<file path="config.mk">
export PLATFORM = sky130hd
export DESIGN_NAME = insn_walker
export DESIGN_NICKNAME = d
export VERILOG_FILES = /design/src/rtl/walker_pkg.sv /design/src/rtl/walker_decode.sv /design/src/rtl/walker_ctrl.sv /design/src/rtl/walker_dp.sv /design/src/rtl/insn_walker.sv
export SDC_FILE = /design/constraint.sdc
export NUM_CORES = 1
export LEC_CHECK = 0
export ABC_AREA = 1
export BUFFER_PORTS_ARGS = -buffer_cell sky130_fd_sc_hd__buf_2
export CORE_MARGIN = 10
export CORE_UTILIZATION = 55
export DETAILED_ROUTE_END_ITERATION = 6
export PLACE_DENSITY_LB_ADDON = 0.25
export SYNTH_ARGS = -nofsm -noshare
export SYNTH_HDL_FRONTEND = slang
export SYNTH_HIERARCHICAL = 1
export SYNTH_SLANG_ARGS = --single-unit
</file>
<file path="constraint.sdc">
create_clock -name clk -period 2.6 [get_ports clk]
set_input_delay 0 -clock clk [delete_from_list [all_inputs] [get_ports clk]]
set_output_delay 0 -clock clk [all_outputs]
set_load 0.005 [all_outputs]
</file>
<file path="src/rtl/walker_pkg.sv">
package walker_pkg;

  typedef enum logic [3:0] {
    M_IMP  = 4'd0,  M_ACC  = 4'd1,  M_IMM  = 4'd2,  M_ZP   = 4'd3,
    M_ZPX  = 4'd4,  M_ZPY  = 4'd5,  M_ZIX  = 4'd6,  M_ZIY  = 4'd7,
    M_ZIND = 4'd8,  M_ABS  = 4'd9,  M_ABX  = 4'd10, M_ABY  = 4'd11,
    M_AIND = 4'd12, M_AIX  = 4'd13, M_REL  = 4'd14
  } mode_e;

  // strobes from control to datapath
  typedef struct packed {
    logic load;     // take a new start address
    logic capture;  // store the byte returned by memory
    logic advance;  // step to the following instruction
  } dp_ctl_t;

  function automatic logic [1:0] modeLen(mode_e m);
    case (m)
      M_IMP, M_ACC:                          modeLen = 2'd1;
      M_ABS, M_ABX, M_ABY, M_AIND, M_AIX:    modeLen = 2'd3;
      default:                               modeLen = 2'd2;
    endcase
  endfunction

endpackage

</file>
<file path="src/rtl/walker_decode.sv">
module walker_decode
  import walker_pkg::*;
(
  input  logic [7:0] opcode,
  output mode_e      mode,
  output logic [1:0] len
);
  logic [3:0] hi;
  logic [3:0] lo;
  logic       odd;

  assign hi  = opcode[7:4];
  assign lo  = opcode[3:0];
  assign odd = opcode[4];

  always_comb begin
    mode = M_IMP;
    case (lo)
      4'h0: begin
        if (odd || hi == 4'h8)                       mode = M_REL;
        else if (hi == 4'h2)                         mode = M_ABS;
        else if (hi == 4'hA || hi == 4'hC || hi == 4'hE) mode = M_IMM;
        else                                         mode = M_IMP;
      end
      4'h1: mode = odd ? M_ZIY : M_ZIX;
      4'h2: begin
        if (odd)              mode = M_ZIND;
        else if (hi == 4'hA)  mode = M_IMM;
        else                  mode = M_IMP;
      end
      4'h4: mode = (hi == 4'h3 || hi == 4'h7 || hi == 4'h9 || hi == 4'hB) ? M_ZPX : M_ZP;
      4'h5: mode = odd ? M_ZPX : M_ZP;
      4'h6: begin
        if (!odd)                        mode = M_ZP;
        else if (hi == 4'h9 || hi == 4'hB) mode = M_ZPY;
        else                             mode = M_ZPX;
      end
      4'h9: mode = odd ? M_ABY : M_IMM;
      4'hA: mode = (hi <= 4'h4 || hi == 4'h6) ? M_ACC : M_IMP;
      4'hC: begin
        if (hi == 4'h6)                  mode = M_AIND;
        else if (hi == 4'h7)             mode = M_AIX;
        else if (hi == 4'h3 || hi == 4'hB) mode = M_ABX;
        else                             mode = M_ABS;
      end
      4'hD: mode = odd ? M_ABX : M_ABS;
      4'hE: begin
        if (!odd)             mode = M_ABS;
        else if (hi == 4'hB)  mode = M_ABY;
        else                  mode = M_ABX;
      end
      default: mode = M_IMP;
    endcase
  end

  assign len = modeLen(mode);

endmodule

</file>
<file path="src/rtl/walker_ctrl.sv">
module walker_ctrl
  import walker_pkg::*;
#(
  parameter int CW = 8
) (
  input  logic          clk,
  input  logic          rstN,
  input  logic          reqStart,
  input  logic [CW-1:0] reqCount,
  input  logic          memValid,
  input  logic          recReady,
  output logic          memReq,
  output logic          recValid,
  output logic          busy,
  output logic [1:0]    fetchIdx,
  output dp_ctl_t       ctl
);
  typedef enum logic [1:0] {S_IDLE, S_FETCH, S_EMIT} state_e;

  state_e        stateQ, stateD;
  logic [CW-1:0] remQ;
  logic [1:0]    idxQ;

  always_comb begin
    stateD   = stateQ;
    ctl      = '0;
    memReq   = 1'b0;
    recValid = 1'b0;
    case (stateQ)
      S_IDLE: begin
        if (reqStart) begin
          ctl.load = 1'b1;
          if (reqCount != '0) stateD = S_FETCH;
        end
      end
      S_FETCH: begin
        memReq = 1'b1;
        if (memValid) begin
          ctl.capture = 1'b1;
          if (idxQ == 2'd2) stateD = S_EMIT;
        end
      end
      S_EMIT: begin
        recValid = 1'b1;
        if (recReady) begin
          ctl.advance = 1'b1;
          stateD = (remQ == CW'(1)) ? S_IDLE : S_FETCH;
        end
      end
      default: stateD = S_IDLE;
    endcase
  end

  always_ff @(posedge clk) begin
    if (!rstN) begin
      stateQ <= S_IDLE;
      remQ   <= '0;
      idxQ   <= 2'd0;
    end else begin
      stateQ <= stateD;
      if (ctl.load)    remQ <= reqCount;
      if (ctl.advance) remQ <= remQ - CW'(1);
      if (ctl.capture) idxQ <= (idxQ == 2'd2) ? 2'd0 : idxQ + 2'd1;
    end
  end

  assign busy     = (stateQ != S_IDLE);
  assign fetchIdx = idxQ;

  // a walk only ends right after a record was taken
  p_end_after_rec_r8: assert property (@(posedge clk) disable iff (!rstN)
    $fell(busy) |-> $past(recValid && recReady));

  // no read while a record waits
  p_no_fetch_stall_r10: assert property (@(posedge clk) disable iff (!rstN)
    recValid && !recReady |=> !memReq);

endmodule

</file>
<file path="src/rtl/walker_dp.sv">
module walker_dp
  import walker_pkg::*;
#(
  parameter int AW = 16,
  parameter int DW = 8
) (
  input  logic          clk,
  input  logic          rstN,
  input  dp_ctl_t       ctl,
  input  logic          reqCont,
  input  logic [AW-1:0] reqAddr,
  input  logic [1:0]    fetchIdx,
  input  logic [DW-1:0] memData,
  output logic [AW-1:0] memAddr,
  output logic [AW-1:0] recAddr,
  output logic [DW-1:0] recOp,
  output logic [2*DW-1:0] recOpnd,
  output mode_e         recMode,
  output logic [1:0]    recLen,
  output logic [AW-1:0] recDest
);
  logic [AW-1:0] pcQ;
  logic [DW-1:0] opQ, loQ, hiQ;
  logic [AW-1:0] nextAddr;
  logic [AW-1:0] branchAddr;
  mode_e         mode;
  logic [1:0]    len;

  walker_decode u_dec (
    .opcode (opQ),
    .mode   (mode),
    .len    (len)
  );

  assign nextAddr   = pcQ + AW'(len);
  assign branchAddr = pcQ + AW'(2) + {{(AW-DW){loQ[DW-1]}}, loQ};

  always_ff @(posedge clk) begin
    if (!rstN) begin
      pcQ <= '0;
      opQ <= '0;
      loQ <= '0;
      hiQ <= '0;
    end else begin
      if (ctl.load && !reqCont) pcQ <= reqAddr;
      if (ctl.advance)          pcQ <= nextAddr;
      if (ctl.capture) begin
        case (fetchIdx)
          2'd0:    opQ <= memData;
          2'd1:    loQ <= memData;
          default: hiQ <= memData;
        endcase
      end
    end
  end

  assign memAddr = pcQ + AW'(fetchIdx);
  assign recAddr = pcQ;
  assign recOp   = opQ;
  assign recOpnd = {hiQ, loQ};
  assign recMode = mode;
  assign recLen  = len;
  assign recDest = (mode == M_REL) ? branchAddr : nextAddr;

endmodule

</file>
<file path="src/rtl/insn_walker.sv">
module insn_walker
  import walker_pkg::*;
#(
  parameter int AW = 16,
  parameter int DW = 8,
  parameter int CW = 8
) (
  input  logic            clk,
  input  logic            rstN,
  input  logic            reqStart,
  input  logic            reqCont,
  input  logic [AW-1:0]   reqAddr,
  input  logic [CW-1:0]   reqCount,
  output logic            busy,
  output logic            memReq,
  output logic [AW-1:0]   memAddr,
  input  logic            memValid,
  input  logic [DW-1:0]   memData,
  output logic            recValid,
  input  logic            recReady,
  output logic [AW-1:0]   recAddr,
  output logic [DW-1:0]   recOp,
  output logic [2*DW-1:0] recOpnd,
  output logic [3:0]      recMode,
  output logic [1:0]      recLen,
  output logic [AW-1:0]   recDest
);
  dp_ctl_t    ctl;
  logic [1:0] fetchIdx;
  mode_e      modeW;

  walker_ctrl #(.CW(CW)) u_ctrl (
    .clk      (clk),
    .rstN     (rstN),
    .reqStart (reqStart),
    .reqCount (reqCount),
    .memValid (memValid),
    .recReady (recReady),
    .memReq   (memReq),
    .recValid (recValid),
    .busy     (busy),
    .fetchIdx (fetchIdx),
    .ctl      (ctl)
  );

  walker_dp #(.AW(AW), .DW(DW)) u_dp (
    .clk      (clk),
    .rstN     (rstN),
    .ctl      (ctl),
    .reqCont  (reqCont),
    .reqAddr  (reqAddr),
    .fetchIdx (fetchIdx),
    .memData  (memData),
    .memAddr  (memAddr),
    .recAddr  (recAddr),
    .recOp    (recOp),
    .recOpnd  (recOpnd),
    .recMode  (modeW),
    .recLen   (recLen),
    .recDest  (recDest)
  );

  assign recMode = modeW;

  // read address held until served
  p_addr_hold_r6: assert property (@(posedge clk) disable iff (!rstN)
    memReq && !memValid |=> memReq && $stable(memAddr));

  // record frozen under back-pressure
  p_rec_hold_r10: assert property (@(posedge clk) disable iff (!rstN)
    recValid && !recReady |=> recValid && $stable(recAddr) && $stable(recDest)
                              && $stable(recOp) && $stable(recOpnd));

  // following fetch begins at start plus length
  p_chain_r7: assert property (@(posedge clk) disable iff (!rstN)
    recValid && recReady |=> !memReq || memAddr == $past(recAddr + AW'(recLen)));

endmodule

</file>
# [Word level (Yosys, flattened, before mapping)]
# Index checks and enable logic that the tools add are counted.
[op_classes] n_addsub=6 magnitude_cmp=1 n_eq_ne=37 mux=41 n_bitwise=1 reduce_logical=26
[op_table] cell="$eq A4 B4 Y1 const B" count=17
[op_table] cell="$mux W16" count=3
[op_table] cell="$pmux W4 S11" count=1
[op_table] cell="$add A16 B2 Y16" count=2
[op_table] cell="$mux W2" count=11
[op_table] cell="$eq A4 B3 Y1 const B" count=5
[op_table] cell="$add A16 B16 Y16" count=1
[op_table] cell="$add A16 B2 Y16 const B" count=1
[op_table] cell="$mux W4" count=4
[op_table] cell="$mux W8" count=2
[op_table] cell="$mux W3" count=5
[op_table] cell="$mux W1" count=13
[op_table] cell="$eq A4 B2 Y1 const B" count=3
[op_table] cell="$logic_or A1 B1 Y1" count=9
[op_table] cell="$eq A4 B1 Y1 const B" count=2
[op_table] cell="$eq A8 B1 Y1 const B" count=1
[op_table] cell="$logic_not A4 Y1" count=2
[op_table] cell="$reduce_bool A8 Y1" count=1
[op_table] cell="$sub A8 B1 Y8 const B" count=1
[op_table] cell="$ne A2 B2 Y1 const B" count=3
[op_table] cell="$pmux W2 S3" count=1
[op_table] cell="$reduce_and A2 Y1" count=3
[op_table] cell="$reduce_bool A2 Y1" count=3
[op_table] cell="$reduce_and A5 Y1" count=1
[op_table] cell="other kinds (12)" count=17
[word_totals] register_bits=52 in_bits=38 out_inout_bits=81

# [Longest topological paths before layout]
# Gate-level depths: netlist of run 1.
[depth] ltp_word=12 ltp_mapped=22 mapped_depth_nobuf=22

# [Hierarchy]
# The synthesis of run 1 kept the hierarchy.
[by_module_without_submodules] module="walker_dp" instances=1 cells_each=562 area_per_inst_um2=3474.6
[by_module_without_submodules] module="walker_ctrl" instances=1 cells_each=122 area_per_inst_um2=782.0
[by_module_without_submodules] module="walker_decode" instances=1 cells_each=95 area_per_inst_um2=425.4

# [Worst setup path before layout of run 1]
# OpenSTA, ideal clock, no wires.
[synth_path] path_kind="reg-to-reg" startpoint="reg u_dp.opQ[6] (netlist: u_dp/recOp[6])" endpoint="reg u_dp.pcQ[8] (netlist: u_dp/recAddr[8])" setup_time_ns=0.070 arrival_ns=2.485 required_ns=2.530 slack_ns=0.044 path_stages_with_launch=20 path_buffers=0 cell_sequence="dfxtp_1 > inv_1 > nand2_1 > nor2_1 > nand2_1 > nand2_1 > nor2_2 > nand3_2 > nor2_2 > nand2_2 > nand2_1 > ha_1 > inv_1 > fa_1 > nor2_4 > nand2_4 > nor2_8 > xor2_2 > nand2_1 > a21oi_1"
[synth_between] elab_chain_cells=12
[synth_rtl] element="start: declaration" line="walker_dp.sv:23" source="logic [DW-1:0] opQ, loQ, hiQ;"
[synth_rtl] element="start signal: assignment" line="walker_dp.sv:49" source="2'd0: opQ <= memData;"
[synth_rtl] element="$eq A4 B4 Y1, on equally long branches" line="walker_decode.sv:22, walker_decode.sv:28"
[synth_rtl] element="$logic_or A1 B1 Y1 (2 in series)" line="walker_decode.sv:22" source="else if (hi == 4'hA || hi == 4'hC || hi == 4'hE) mode = M_IMM;"
[synth_rtl] element="$mux W2" line="walker_decode.sv:22"
[synth_rtl] element="$mux W4" line="walker_decode.sv:21" source="else if (hi == 4'h2) mode = M_ABS;"
[synth_rtl] element="$mux W4" line="walker_decode.sv:20" source="if (odd || hi == 4'h8) mode = M_REL;"
[synth_rtl] element="$pmux W4 S11 (*)" line="walker_decode.sv:18" source="case (lo)"
[synth_rtl] element="via recMode[1]" line="insn_walker.sv:24" source="output logic [3:0] recMode,"
[synth_rtl] element="$eq A4 B4 Y1 (tied with other cells)" line="walker_pkg.sv:18" source="case (m)"
[synth_rtl] element="$reduce_or A5 Y1 or $reduce_or A2 Y1 (tied branches)" line="walker_pkg.sv:18"
[synth_rtl] element="$pmux W2 S2 (*)" line="walker_pkg.sv:18"
[synth_rtl] element="via recLen[1]" line="insn_walker.sv:25" source="output logic [1:0] recLen,"
[synth_rtl] element="$add A16 B2 Y16 (*)" line="walker_dp.sv:35" source="assign nextAddr = pcQ + AW'(len);"
[synth_rtl] element="$mux W16 (*)" line="walker_dp.sv:46" source="if (ctl.advance) pcQ <= nextAddr;"
[synth_rtl] element="end signal: assignment" line="walker_dp.sv:45" source="if (ctl.load && !reqCont) pcQ <= reqAddr;"
[synth_rtl] element="end signal: assignment" line="walker_dp.sv:46"
[synth_rtl] element="end: declaration" line="walker_dp.sv:22" source="logic [AW-1:0] pcQ;"
# The timed path passes the listed nets; every way through them passes the cells marked *.
# A chain may end at the register's enable or synchronous reset.

# [Final worst setup path of run 1]
[layout_path] startpoint="reg u_dp.opQ[1] (netlist: u_dp/recOp[1])" endpoint="out recDest[4]"
[layout_between] elab_chain_cells=7
[layout_rtl] element="$eq A4 B4 Y1 (tied with other cells)" line="walker_decode.sv:18"
[layout_rtl] element="$pmux W4 S11 (*)" line="walker_decode.sv:18"
[layout_rtl] element="$eq A4 B4 Y1 (tied with other cells)" line="walker_pkg.sv:18"
[layout_rtl] element="$reduce_or A5 Y1 or $reduce_or A2 Y1 (tied branches)" line="walker_pkg.sv:18"
[layout_rtl] element="$pmux W2 S2" line="walker_pkg.sv:18"
[layout_rtl] element="$add A16 B2 Y16" line="walker_dp.sv:35"
[layout_rtl] element="$mux W16 (*)" line="walker_dp.sv:63" source="assign recDest = (mode == M_REL) ? branchAddr : nextAddr;"
[layout_rtl] element="end: declaration" line="insn_walker.sv:26" source="output logic [AW-1:0] recDest"
# Every way passes the cells marked *; elsewhere a longest branch is shown, timed or not.

==> results of run 1 <==
sequential cells by signal, indices dropped and copies added, names as in the netlist:
name             count
u_ctrl/fetchIdx      2
u_ctrl/remQ          8
u_ctrl/stateQ        2
u_dp/hiQ             8
u_dp/loQ             8
u_dp/recAddr        16
u_dp/recOp           8
layout make-up:
type | instances | area share, %
Clock buffer | 6 | 1.10
Clock inverter | 2 | 0.530
Inverter | 120 | 7.10
Multi-Input combinational cell | 596 | 53.3
Sequential cell | 52 | 16.1
Tap cell | 105 | 1.99
Timing Repair Buffer | 198 | 19.9
metrics by stage:
step           TNS (ps)  cell area, sq um  std cells  setup WS (ps)  total power (uW)
2_1_floorplan         0              4680        779           44.4              2040
3_3_place_gp       -660              5620       1027           -122              2830
3_5_place_dp      -1780              5620       1027           -178              2860
4_1_cts           -2000              6250       1067           -287              3730
5_1_grt           -7730              6610       1079           -517              4330
6_report          -4690              6610       1079           -410              4060
logic make-up (layout without fill, tap and decap cells):
group | after synthesis | count (layout) | synth area share [%]
XOR/XNOR | 26 | 26 | 5.02
AO/OA/AOI/OAI | 100 | 100 | 11.4
adder cells (fa/ha/maj) | 38 | 38 | 10.6
multiplexers | 1 | 1 | 0.214
AND/OR/NAND/NOR | 431 | 431 | 39.7
buffers and inverters | 131 | 326 | 10.8
flip-flops | 52 | 52 | 22.2
power breakdown:
| group | internal, uW | leakage [uW] | switching (uW) | total [uW] |
|---|---|---|---|---|
| Clock | 287 | 0.0000552 | 291 | 577 |
| Combinational | 1090 | 0.00307 | 1320 | 2400 |
| Sequential | 912 | 0.000429 | 166 | 1080 |
| Total | 2290 | 0.00355 | 1770 | 4060 |
worst register-to-register path: stages, from the launching register on:
cell and delay [ps]:
dfxtp_4 430, nor2_4 80, nand2_2 90, nor3_1 50
a21oi_1 110, nand3_1 140, nor2_2 200, nand2_2 90
nand2_2 100, ha_4 140, inv_2 40, fa_2 370
nor2_4 170, buf_4 140, buf_6 90, xor2_2 150
buf_4 130, nand2_1 70, a31oi_2 200
synth_stat cells (all sizes together):
cell type  count
nand3         60
o221ai         1
xor2          21
nor2         122
o211ai         3
a211oi         3
and2           1
nor3          11
and3           1
nand4          8
ha            35
a21oi         31
nand2        225
clkinv         2
fa             3
o21bai         1
inv          118
clkbuf         6
dfxtp         52
mux2i          1
o21ai         54
or2            2
buf            5
a31oi          7
nand3b         1
xnor2          5
worst paths after layout:
path / startpoint / end / slack [ps]
max: u_dp/recOp[1] / recDest[4] / -410
min: memData[1] / u_dp/hiQ[1] / 20
max reg2reg: u_dp/recOp[1] / u_dp/recAddr[4] / -230
min reg2reg: u_dp/hiQ[6] / u_dp/hiQ[6] / 500
metal layers:
| metal | vias up | global-route usage, % | wire length, um |
|---|---|---|---|
| met2 | 333 | 44.5 | 8920 |
| li1 | 2871 | - | - |
| met5 | - | 0 | 0 |
| met3 | 66 | 6.07 | 1660 |
| met1 | 2777 | 28.6 | 6910 |
| met4 | 0 | 10.6 | 841 |
layout by cell type, fill, tap and decap left out, types with 5 or more instances in the layout:
cell	synthesis	routed
buf_4	1	56
xnor2_1	5	5
dfxtp_1	52	44
buf_2	2	117
nor3_1	9	6
a21oi_1	30	25
o21ai_1	11	10
clkbuf_8	0	5
ha_1	35	33
o21ai_0	43	37
nand2_1	216	198
nand3_2	2	11
nand4_1	8	8
nor2_1	111	94
a21oi_2	1	6
nor2_4	2	11
nand2_4	2	10
nor2_2	8	16
inv_1	108	103
nand2_2	7	16
buf_6	1	6
dfxtp_4	0	5
xor2_1	20	17
o21ai_2	0	5
dlygate4sd3_1	0	15
nand3_1	57	48
a31oi_1	7	6
inv_2	10	12
repair_timing:
action / in CTS / in global routing
setup endpoints to repair: 22 / 25
gates cloned: 0 / 3
buffers inserted: 18 / 9
hold buffers: 15 / 0
resized for setup: 75 / 62
hold endpoints to repair: 17 / 0
pin swaps: 18 / 27
==> impl_metrics.ini, run 1 <==
[logic_synthesis]
synth_warnings = 6
synth_area_leader_cell = dfxtp_1
yosysSeqAreaShare_pct = 22.2
post_synth_main_area_contributors = dfxtp_1, nand2_1, ha_1
synth_area_sq_um = 4680
syn_area_per_cell_sq_um = 6.01
synth.top_cell.area_share_pct = 22.2
synthCells = 779
syn_nets = 855
ys_ff_latch = 52
synth.distinct_cells = 43

[global_routing]
antenna_found_initial = 0
grt_max_degree = 31
grt_use_total_pct = 25.3
grt_overflow = 0
grt_pass1_vias = 5793
grt_pass1_wl_um = 27100

[critical_path]
end_kind = output pin
cp.required_ps = 2600
crit_chain = nor2_4 > nand2_2 > nor3_1 > a21oi_1 > nand3_1 > nor2_2 > nand2_2 > nand2_2 > ha_4 > inv_2 > fa_2 > nor2_4 > buf_4 > buf_6 > xor2_2 > nand2_1 > o21ai_1 > buf_2
slowest_delay_ps = 430
path_delay_family = simple AND/OR/NAND/NOR gates
worstSetupPathType = register to output pin
startpoint_type = register
slowest_stage = dfxtp_4
rr_worst_depth = 18
cp_common_cell = nand2_2
critPathArrivalTime_ps = 3010
critPathMaxFanout = 6
cp.depth = 18
path_buf_inv = 4

[floorplan]
dieHeight_um = 112
placementRows = 33
io_pins = 119
initial_core_util_pct = 56.7
die_w_um = 112
dieArea_sq_um = 12600
coreArea_sq_um = 8260

[clocking]
numCtsBuffers = 5
cts_tree = done
clkLatencyLatePin_ps = 310
cts_root_buf = clkbuf_8
clk_pin_slew_ps = 90
h-tree-depth = 2
clock_path_buffers = 2
clkSinkCount = 52

[detailed_routing]
vias = 6047
antenna_left = 0
dr.pass1.iters = 5
wl_per_cell_um = 17.0
drtIter0Drc = 588
drc = 0
avgViaCountPerCell = 5.60
routed_wl_um = 18300

[sta]
max_freq_mhz = 332
tightest_slew_ps = 580
final-setup-viol-count = 23
rsz0062_at_grt = yes
skew_ps = 13.8
setup_ws_ps = -410
relSlewSlack_pct = 61.3
worst_hold_slack_ps = 16.1
fin_crit_ps = 3010
final_hold_viol_count = 0
drv_slew = 0
post-route-period-util_pct = 116

[run_status]
outcome = finished, violations left
violations = negative setup slack

[min_path]
hold_depth = 3
min-delay-path-class = input port to register

[placed_design]
hpwl_um = 13200
gp_congestion = 0.964
port_buffers = 118

[run]
maxCapViolCount = 0

[cells_and_area]
fillers = 625
multi_input_area_sq_um = 3520
fin_nets = 1049
postLayoutCoreUtil_pct = 80.0
register_area_sq_um = 1060
layout-drive-gt1-share_pct = 32.0
areaGrowthSynthToFinish_pct = 41.2
antennaDiodeCount = 0

[power_and_ir_drop]
ir_worst_vdd_mv = 0.443
p_leak_uw = 0.00355
power_density_nw_per_um2 = 614
No activity file was read; power rests on OpenSTA's default activity.
==> inputs of run 2 (changes only) <==
--- a/config.mk
+++ b/config.mk
@@ -11,6 +11,7 @@
 export CORE_UTILIZATION = 55
 export DETAILED_ROUTE_END_ITERATION = 6
 export PLACE_DENSITY_LB_ADDON = 0.25
+export SKIP_CTS_REPAIR_TIMING = 1
 export SYNTH_ARGS = -nofsm -noshare
 export SYNTH_HDL_FRONTEND = slang
 export SYNTH_HIERARCHICAL = 1
==> impl_metrics.ini, run 2 (synthesized netlist as in run 1, its figures left out) <==
[cells_and_area]
final_common_cell = nand2_1
fillers = 687
layout-drive-gt1-share_pct = 29.9
largest_register_ffs = 16
fin_nets = 1025
antennaDiodeCount = 0
register_area_sq_um = 1060
areaGrowthSynthToFinish_pct = 34.7
multi_input_area_sq_um = 3490
layout_common_cells = nand2_1, buf_2, inv_1, nor2_1, nand3_1
postLayoutCoreUtil_pct = 76.4

[floorplan]
dieHeight_um = 112
coreArea_sq_um = 8260
dieArea_sq_um = 12600
placementRows = 33
initial_core_util_pct = 56.7
die_w_um = 112
io_pins = 119

[clocking]
h-tree-depth = 2
numCtsBuffers = 5
cts_root_buf = clkbuf_8
cts_tree = done
clk_pin_slew_ps = 90
clkSinkCount = 52
clkLatencyLatePin_ps = 310
clock_path_buffers = 2

[critical_path]
end_kind = output pin
critPathArrivalTime_ps = 2990
endpoint = recDest[8]
setup.worst_path.start = u_dp/recOp[1]
r2r_slack_ps = -110
worstSetupPathType = register to output pin
startpoint_type = register
critPathMaxFanout = 6
worst_r2r_endpoint = u_dp/recAddr[8]
cp.required_ps = 2600
r2r_start = u_dp/recOp[1]
rr_worst_depth = 20

[run_status]
outcome = finished, violations left
violations = negative hold slack, negative setup slack

[sta]
relSlewSlack_pct = 57.9
post-route-period-util_pct = 115
fin_crit_ps = 2990
skew_ps = 14.4
setup_ws_ps = -388
drv_slew = 0
final_hold_viol_count = 4
tns_ps = -4290
max_freq_mhz = 335
rsz0062_at_grt = yes
worst_hold_slack_ps = -16.4
final-setup-viol-count = 19
tightest_slew_ps = 631

[min_path]
min-delay-path-class = input port to register

[detailed_routing]
antenna_left = 0
drc = 0
drtIter0Drc = 442
wl_per_cell_um = 16.4
dr.pass1.iters = 5
vias = 5802
routed_wl_um = 17300
avgViaCountPerCell = 5.50

[global_routing]
antenna_found_initial = 0
grt_use_total_pct = 23.9
grt_pass1_wl_um = 25600
grt_max_degree = 31
grt_overflow = 0
grt_pass1_vias = 5468

[placed_design]
pre_cts_slack_ps = -178
gp_congestion = 0.964
hpwl_um = 13200
port_buffers = 118

[power_and_ir_drop]
ir_worst_vdd_mv = 0.437
power_density_nw_per_um2 = 607
p_total_uw = 3830
p_leak_uw = 0.00341

[run]
maxCapViolCount = 0
run 2: per-stage QoR:
step / cell area (sq um) / std cells
6_report: 6310 / 1055
5_1_grt: 6310 / 1055
4_1_cts: 5730 / 1035
3_5_place_dp: 5620 / 1027
3_3_place_gp: 5620 / 1027
2_1_floorplan: 4680 / 779
run 2: metal layers:
metal  up-vias  global-route usage, %  share of wire (%)
met4         0                   9.73                3.8
met1      2633                   27.7                 39
met5         -                      0                  0
li1       2813                      -                  -
met2       302                   41.6                 49
met3        54                   5.32                8.0
run 2: where the power goes:
group | total (uW) | switching, uW | leakage [uW] | internal [uW]
logic | 2180 | 1230 | 0.00293 | 945
clock network | 581 | 294 | 0.0000552 | 287
registers | 1070 | 158 | 0.000429 | 913
total | 3830 | 1680 | 0.00341 | 2140
run 2: critical path, stage by stage, from the launching register on:
cell and delay, ps:
dfxtp_4 400, inv_4 90, nand2_2 70, nor2_2 140, nand2_1 70, nor2_1 90
nor2_1 50, nand2_1 80, nor2_2 40, nand2_1 50, nand2_1 50, nand2_2 100
ha_4 140, inv_2 40, fa_2 420, nor2_4 130, nand2_4 100, nor2_8 150
xor2_2 190, nand2_1 70, o21ai_1 80, buf_2 130
run 2: worst min path at each step:
stage                 from               to  cells after the start
2_1_floorplan         rstN  u_dp/recAddr[0]                      2
3_3_place_gp    reqAddr[0]  u_dp/recAddr[0]                      3
3_5_place_dp    reqAddr[0]  u_dp/recAddr[0]                      3
4_1_cts         reqAddr[0]  u_dp/recAddr[0]                      3
5_1_grt         reqAddr[3]  u_dp/recAddr[3]                      3
6_report       reqCount[6]   u_ctrl/remQ[6]                      3
run 2: cell type report:
| cell class | count | share of cell area, % |
|---|---|---|
| Clock buffer | 6 | 1.15 |
| Clock inverter | 2 | 0.556 |
| Inverter | 120 | 7.28 |
| Multi-Input combinational cell | 596 | 55.3 |
| Sequential cell | 52 | 16.9 |
| Tap cell | 105 | 2.08 |
| Timing Repair Buffer | 174 | 16.8 |
==> inputs of run 3 (changes only) <==
--- a/config.mk
+++ b/config.mk
@@ -10,9 +10,11 @@
 export CORE_MARGIN = 10
 export CORE_UTILIZATION = 55
 export DETAILED_ROUTE_END_ITERATION = 6
+export HOLD_SLACK_MARGIN = 0.08
 export PLACE_DENSITY_LB_ADDON = 0.25
 export SKIP_CTS_REPAIR_TIMING = 1
 export SYNTH_ARGS = -nofsm -noshare
 export SYNTH_HDL_FRONTEND = slang
 export SYNTH_HIERARCHICAL = 1
 export SYNTH_SLANG_ARGS = --single-unit
+export TNS_END_PERCENT = 30
==> impl_metrics.ini, run 3 (synthesized netlist as in run 1, its figures left out) <==
[clocking]
clk_pin_slew_ps = 110
clkSinkCount = 52
h-tree-depth = 2
numCtsBuffers = 5
cts_root_buf = clkbuf_8
clock_path_buffers = 2
cts_tree = done
clkLatencyLatePin_ps = 310

[sta]
tightest_slew_ps = 596
drv_slew = 0
final_hold_viol_count = 0
max_freq_mhz = 334
rsz0062_at_grt = yes
setup_ws_ps = -395
worst_hold_slack_ps = 43.2
final-setup-viol-count = 17
relSlewSlack_pct = 60.3
skew_ps = 15.7
fin_crit_ps = 3000
post-route-period-util_pct = 115

[run_status]
outcome = finished, violations left
violations = negative setup slack

[cells_and_area]
fin_nets = 1039
postLayoutCoreUtil_pct = 76.8
antennaDiodeCount = 0
fin_cells = 1069
layout-drive-gt1-share_pct = 27.4
areaGrowthSynthToFinish_pct = 35.5
final_common_cell = nand2_1
largest_register_ffs = 16
layout_common_cells = nand2_1, buf_2, inv_1, nor2_1, nand3_1

[floorplan]
placementRows = 33
die_w_um = 112
initial_core_util_pct = 56.7
coreArea_sq_um = 8260
dieHeight_um = 112
dieArea_sq_um = 12600
io_pins = 119

[min_path]
holdPathEnd = u_ctrl/remQ[7]
hold_depth = 5
min-delay-path-class = input port to register
worstHoldStart = reqCount[7]

[power_and_ir_drop]
p_comb_share_pct = 56.8
p_leak_uw = 0.00346
power_density_nw_per_um2 = 602
intPower_uw = 2150
p_sw_share_pct = 43.8
p_seq_share_pct = 28.0
ir_worst_vdd_mv = 0.446
p_sw_uw = 1670
clock_power_share_pct = 15.2

[critical_path]
critPathMaxFanout = 6
worst_r2r_endpoint = u_dp/recAddr[8]
startpoint_type = register
r2r_slack_ps = -90
worstSetupPathType = register to output pin
end_kind = output pin
cp.required_ps = 2600
rr_worst_depth = 20
critPathArrivalTime_ps = 3000
r2r_start = u_dp/recOp[1]

[detailed_routing]
antenna_left = 0
vias = 5788
routed_wl_um = 17100
dr.pass1.iters = 5
wl_per_cell_um = 16.0
drtIter0Drc = 421
avgViaCountPerCell = 5.41
drc = 0

[global_routing]
grt_overflow = 0
grt_max_degree = 31
antenna_found_initial = 0
grt_use_total_pct = 23.9
grt_pass1_wl_um = 25600
grt_pass1_vias = 5468

[placed_design]
hpwl_um = 13200
gp_congestion = 0.964
place_inst = 1027
port_buffers = 118

[run]
maxCapViolCount = 0
## run 3: cell types whose count changed in the layout (fill, tap and decap cells not counted), sizes merged
cell / before / now
dlygate4sd3: 11 / 28
buf: 163 / 160
## run 3: how the worst max path moves through the flow
stage	endpoint	from	slack, ps	depth (start not counted)
floorplan	u_dp/recAddr[8]	u_dp/recOp[6]	40	19
detailed placement	recDest[10]	u_dp/recOp[0]	-180	20
CTS	recDest[10]	u_dp/recOp[0]	-520	20
global route	recDest[8]	u_dp/recOp[1]	-550	21
global placement	u_dp/recAddr[8]	u_dp/recOp[0]	-120	20
finish	recDest[8]	u_dp/recOp[1]	-400	21
## run 3: final cells by class
class | count | area, sq um
clock inverters | 2 | 35.0
inverters | 120 | 457
clock buffers | 6 | 72.6
fillers | 678 | 1910
repair buffers | 188 | 1190
flip-flops and latches | 52 | 1060
well taps | 105 | 131
multi-input cells | 596 | 3390
## run 3: per-layer routing
| layer | track usage [%] | share of wire [%] | vias up |
|---|---|---|---|
| li1 | - | - | 2839 |
| met1 | 27.7 | 38 | 2607 |
| met2 | 41.6 | 49 | 289 |
| met3 | 5.32 | 8.7 | 53 |
| met4 | 9.73 | 3.7 | 0 |
| met5 | 0 | 0 | - |
## run 3: worst max-delay path: stages (launching register included)
cell	delay, ps
dfxtp_4	400
nor2_4	180
nand2_2	80
inv_1	80
nand2_1	70
nand2_1	60
nor2_1	50
nand2_1	80
nor2_2	40
nand2_1	50
nand2_1	50
nand2_2	100
ha_4	140
inv_2	40
fa_2	420
nor2_4	130
nand2_4	100
nor2_8	150
xor2_2	190
nand2_1	70
o21ai_1	80
buf_2	130
## run 3: metrics by stage
stage | power, uW | setup TNS, ps | instance area [sq um] | worst slack [ps]
after floorplan | 2040 | 0 | 4680 | 44.4
after global placement | 2830 | -660 | 5620 | -122
after detailed placement | 2860 | -1780 | 5620 | -178
after CTS | 3440 | -5680 | 5730 | -518
after global routing | 4070 | -8010 | 6350 | -551
final | 3820 | -4510 | 6350 | -395
## run 3: power by group through the flow
stage / registers [uW] / clock network [uW] / logic [uW]
after floorplan: 1040 / 0 / 998
after global placement: 1050 / 0 / 1780
after detailed placement: 1050 / 0 / 1810
after CTS: 1040 / 583 / 1820
after global routing: 1090 / 608 / 2380
final: 1070 / 579 / 2170
